**config.mk**
```make
export PLATFORM = sky130hd
export DESIGN_NAME = flash_cmd_seq
export DESIGN_NICKNAME = d
export VERILOG_FILES = /design/src/rtl/flash_cmd_seq.sv
export SDC_FILE = /design/constraint.sdc
export NUM_CORES = 1
export LEC_CHECK = 0
export CAP_MARGIN = 20
export CORE_MARGIN = 2
export CORE_UTILIZATION = 55
export CTS_CLUSTER_DIAMETER = 200
export DETAILED_ROUTE_END_ITERATION = 7
export PLACE_DENSITY = 0.94
export SYNTH_ARGS = -nofsm -noshare
export SYNTH_HDL_FRONTEND = slang
export SYNTH_SLANG_ARGS = --single-unit
```
**constraint.sdc**
```tcl
create_clock -name clk -period 3.5 [get_ports clk]
set_input_delay 0.7 -clock clk [delete_from_list [all_inputs] [get_ports clk]]
set_output_delay 0.7 -clock clk [all_outputs]
set_load 0.02 [all_outputs]
```
**src/rtl/flash_cmd_seq.sv**
```systemverilog
module flash_cmd_seq #(
  parameter int ADDR_W   = 19,
  parameter int CLK_MHZ  = 33,
  parameter int PROG_US  = 20,
  parameter int SECT_US  = 25000,
  parameter int BLOCK_US = 25000,
  parameter int CHIP_US  = 100000
) (
  input  logic              clk,
  input  logic              rst_n,
  input  logic              wr_en,
  input  logic [ADDR_W-1:0] wr_addr,
  input  logic [7:0]        wr_data,
  output logic              op_go,
  output logic [1:0]        op_kind,
  output logic [ADDR_W-1:0] op_addr,
  output logic [7:0]        op_data,
  output logic              busy
);
  localparam int PROG_CYC  = PROG_US * CLK_MHZ;
  localparam int SECT_CYC  = SECT_US * CLK_MHZ;
  localparam int BLOCK_CYC = BLOCK_US * CLK_MHZ;
  localparam int CHIP_CYC  = CHIP_US * CLK_MHZ;
  localparam int MAX_PS    = PROG_CYC > SECT_CYC ? PROG_CYC : SECT_CYC;
  localparam int MAX_BC    = BLOCK_CYC > CHIP_CYC ? BLOCK_CYC : CHIP_CYC;
  localparam int MAX_CYC   = MAX_PS > MAX_BC ? MAX_PS : MAX_BC;
  localparam int CNT_W     = $clog2(MAX_CYC + 1);

  localparam logic [1:0] K_PROG = 2'd0, K_SECT = 2'd1, K_BLOCK = 2'd2, K_CHIP = 2'd3;

  typedef enum logic [2:0] {S_IDLE, S_U1, S_U2, S_PDATA, S_E1, S_E2, S_ECODE} step_t;

  step_t             step, nxt;
  logic [CNT_W-1:0]  cnt, dur;
  logic              start;
  logic [1:0]        kind;
  logic [ADDR_W-1:0] tgt;

  wire hit_5555 = wr_addr == ADDR_W'(16'h5555);
  wire hit_2aaa = wr_addr == ADDR_W'(16'h2AAA);
  wire first_ok = hit_5555 && wr_data == 8'hAA;
  wire second_ok = hit_2aaa && wr_data == 8'h55;
  wire accept = wr_en && !busy;

  assign busy = cnt != '0;

  always_comb begin
    nxt   = S_IDLE;
    start = 1'b0;
    kind  = K_PROG;
    tgt   = wr_addr;
    unique case (step)
      S_IDLE:  if (first_ok) nxt = S_U1;
      S_U1:    if (second_ok) nxt = S_U2;
      S_U2: begin
        if (hit_5555 && wr_data == 8'hA0) nxt = S_PDATA;
        else if (hit_5555 && wr_data == 8'h80) nxt = S_E1;
      end
      S_PDATA: start = 1'b1;
      S_E1:    if (first_ok) nxt = S_E2;
      S_E2:    if (second_ok) nxt = S_ECODE;
      S_ECODE: begin
        if (wr_data == 8'h30) begin
          start = 1'b1;
          kind  = K_SECT;
          tgt   = wr_addr & ~ADDR_W'(16'h0FFF);
        end else if (wr_data == 8'h50) begin
          start = 1'b1;
          kind  = K_BLOCK;
          tgt   = wr_addr & ~ADDR_W'(17'h0FFFF);
        end else if (wr_data == 8'h10 && hit_5555) begin
          start = 1'b1;
          kind  = K_CHIP;
          tgt   = '0;
        end
      end
      default: nxt = S_IDLE;
    endcase
  end

  always_comb begin
    unique case (kind)
      K_PROG:  dur = CNT_W'(PROG_CYC);
      K_SECT:  dur = CNT_W'(SECT_CYC);
      K_BLOCK: dur = CNT_W'(BLOCK_CYC);
      default: dur = CNT_W'(CHIP_CYC);
    endcase
  end

  always_ff @(posedge clk) begin
    if (!rst_n) begin
      step    <= S_IDLE;
      cnt     <= '0;
      op_go   <= 1'b0;
      op_kind <= K_PROG;
      op_addr <= '0;
      op_data <= '0;
    end else begin
      op_go <= 1'b0;
      if (accept) step <= nxt;
      if (accept && start) begin
        op_go   <= 1'b1;
        op_kind <= kind;
        op_addr <= tgt;
        op_data <= (kind == K_PROG) ? wr_data : 8'hFF;
        cnt     <= dur;
      end else if (busy) begin
        cnt <= cnt - 1'b1;
      end
    end
  end
endmodule


```
==> metrics.txt <==
Final Cycle Share 0.887; CTS Sinks 55; Clk network pwr share 0.169; global placement routability congestion 0.970; total CTS buffers 5; ys async rst share 0; starting density of the core 0.564; Post-Syn Area 0.00286 mm^2; Final Skew 0.00615 ns; Leak Pwr 1.44 nW; CTS tree built; antenna violations before repair 0; Slew HR 0.469; drt initial violations 293; reg2reg setup slack 0.95 ns; Pre-antenna DRT Iters 6; f_max 322 MHz; Switching Fraction 0.402; vias in the first global route 2668; Logic pwr share 0.450; WL per Instance 16.8 um; Core Area 0.00507 mm^2; Pint 1.35 mW; Seq pwr share 0.381; layout cells sized above 1 0.0963; largest area contributor in the netlist dfxtp_1; ant diodes 0; unrepaired setup endpoints after global routing false; Hold EP op_addr[17]; vias per cell 6.24; #FFs+latches synth 55; Mapped Nets 348; post-synth top area share 0.385; hold bufs inserted after CTS 0; critical path buffer and inverter count 1; Final Max Slew Viols 0; Critical Path AT 2.40 ns; reg2reg path depth 9; Hold Crit Class register to register; H-tree levels 2; sequential area share after synthesis 0.385; Max FO, Critical Path 8; CTS root buffer clkbuf_8; Setup crit end kind primary output; input/output buffers 60; HP Start op_addr[17]; die area 0.00580 mm^2; Final Hold Vio Count 0; first-pass GRT wire length 12300 um; CP startpoint kind register; Worst Path Required 2.80 ns; die extent in x 76.1 um; max-cap violations 0; total wire length 7470 um; IR drop worst, VDD 0.339 mV; Remaining DRCs 0; Clock transition at path regs 0.09 ns; crit path cell chain nor4_4, nand4_2, or3_4, clkdlybuf4s50_1; area grow syn2layout 25.6%; PD cells 629 mW/mm^2; origin of the critical flop-to-flop path cnt[0]; Psw 910 uW; Final WS setup 0.397 ns; Nets 407; Setup-failing EPs final 0; Util after Layout 0.708; status finished, final reports clean; post-synth cell types 59; Synth area leaders dfxtp_1 38%, nand2_1 4.1%, nand4_1 3.9%, a22o_1 3.7%, xnor2_1 3.4%; PostCTS Resize Cnt 0; vias 2769; Setup TNS 0 ns; Die Y 76.1 um; Syn Area/Cell 9.12 um^2; dpl ws 0.424 ns; row cnt 26; crit path kind register to primary output; RR Endpoint op_addr[0]; Post-CTS Setup Bufs 0; latest clock arrival within the worst-skew pair 0.31 ns; CP peak stage delay 0.56 ns; most used flip-flop cell after synthesis dfxtp_1; Slew @ Worst Pin 0.793 ns; hold depth 2; slowest cell on the critical path clkdlybuf4s50_1; largest net degree at the start of global routing 22; number of flops mapped to enable cells by yosys 0; detailed placement HPWL 5530 um; Ys Warns 0; Final Power 2.26 mW; CTS max path bufs 2; Mapped Cells 314; global route total overflow 0; All-Layer GR Usage 0.257; ANT nets after route 0; IO Pins 61; post-route minimum period 3.10 ns; delay-heaviest family, CP simple AND/OR/NAND/NOR gates
-- worst register-to-register path, stage by stage (launching register included) --
cell	delay, ns
dfxtp_1	0.35
inv_1	0.08
ha_1	0.19
nor3b_2	0.17
buf_4	0.18
and4_1	0.19
buf_4	0.17
nand3_1	0.24
nor2_1	0.68
a22o_1	0.24
-- power by group through the flow --
stage	sequential, mW	combinational [mW]	clock (mW)
floorplan	0.838	0.780	0
finish	0.863	1.02	0.382
detailed placement	0.873	0.992	0
global route	0.876	1.11	0.410
CTS	0.857	1.00	0.385
global placement	0.864	0.958	0
-- synth_stat cells (3+ instances only) --
master / count
nor3_1: 4
or4_1: 3
nor4bb_1: 5
o22ai_1: 3
o31ai_1: 3
nand4b_1: 6
or3_1: 3
clkbuf_1: 4
o21ai_0: 18
a211oi_1: 3
inv_1: 12
nor2_1: 18
o211a_1: 9
a21oi_1: 9
xor2_1: 6
buf_6: 5
xnor2_1: 11
nand4_1: 18
buf_2: 3
ha_1: 4
dfxtp_1: 55
nor4_1: 9
nor4_2: 3
a22o_1: 12
nand3_1: 11
o21a_1: 5
a41o_1: 3
nand2_1: 31
-- how the worst max path moves through the flow --
stage	slack (ns)	to	depth (start not counted)	start
2_1_floorplan	1.16	cnt[15]	8	wr_data[6]
3_3_place_gp	0.52	op_data[4]	8	wr_addr[12]
3_5_place_dp	0.42	op_data[0]	8	wr_addr[4]
4_1_cts	0.40	busy	4	cnt[6]
5_1_grt	0.30	busy	4	cnt[6]
6_report	0.40	busy	4	cnt[6]
-- registers in the layout (all words and copies together) (netlist names) --
name,flops
cnt,22
op_addr,19
op_data,8
op_go,1
op_kind,2
step,3
-- metrics by stage --
| stage | hold WS [ns] | instances | cell area (um^2) |
|---|---|---|---|
| 2_1_floorplan | 0.473 | 314 | 2860 |
| 3_3_place_gp | 0.449 | 436 | 3490 |
| 3_5_place_dp | 0.463 | 436 | 3490 |
| 4_1_cts | 0.476 | 444 | 3590 |
| 5_1_grt | 0.506 | 444 | 3590 |
| 6_report | 0.473 | 444 | 3590 |
-- metal layers --
metal / wire, um / GRT usage / vias to the layer above / part of all wire
li1: - / - / 1295 / -
met5: 0 / 0 / - / 0
met4: 153 / 0.0855 / 0 / 0.020
met1: 3150 / 0.332 / 1321 / 0.42
met3: 506 / 0.0628 / 19 / 0.068
met2: 3650 / 0.421 / 134 / 0.49
-- final cells by class --
class                   instances  area, um^2
clock buffers                   8         100
fillers                       417        1480
inverters                      12        45.0
multi-input cells             231        1600
flip-flops and latches         55        1100
well taps                      70        87.6
repair buffers                 68         661
-- logic make-up (layout without fill, tap and decap cells) --
| family | Yosys count | in the layout | synth area share |
|---|---|---|---|
| adder cells (fa/ha/maj) | 4 | 4 | 0.0175 |
| multiplexers | 2 | 2 | 0.00743 |
| AO/OA/AOI/OAI | 78 | 78 | 0.197 |
| flip-flops | 55 | 55 | 0.385 |
| XOR/XNOR | 17 | 17 | 0.0520 |
| buffers and inverters | 28 | 88 | 0.0564 |
| AND/OR/NAND/NOR | 130 | 130 | 0.285 |
-- placed cells by master, fill, tap and decap left out, types with 2 or more instances in the layout --
cell type         n
clkdlybuf4s50_1  60
dfxtp_1          55
nand2_1          31
nand4_1          18
nor2_1           18
o21ai_0          18
inv_1            12
a22o_1           12
nand3_1          11
xnor2_1          11
nor4_1            9
a21oi_1           9
o211a_1           9
buf_4             8
clkbuf_8          7
xor2_1            6
nand4b_1          6
nor4bb_1          5
o21a_1            5
nor3_1            4
ha_1              4
nor4_2            3
o22ai_1           3
or3_1             3
a41o_1            3
o31ai_1           3
or4_1             3
a211oi_1          3
nor4b_2           2
nand3b_1          2
o211ai_1          2
o21ai_2           2
nor3_4            2
o21ai_1           2
Note: power is estimated with default switching activity, not from simulation.
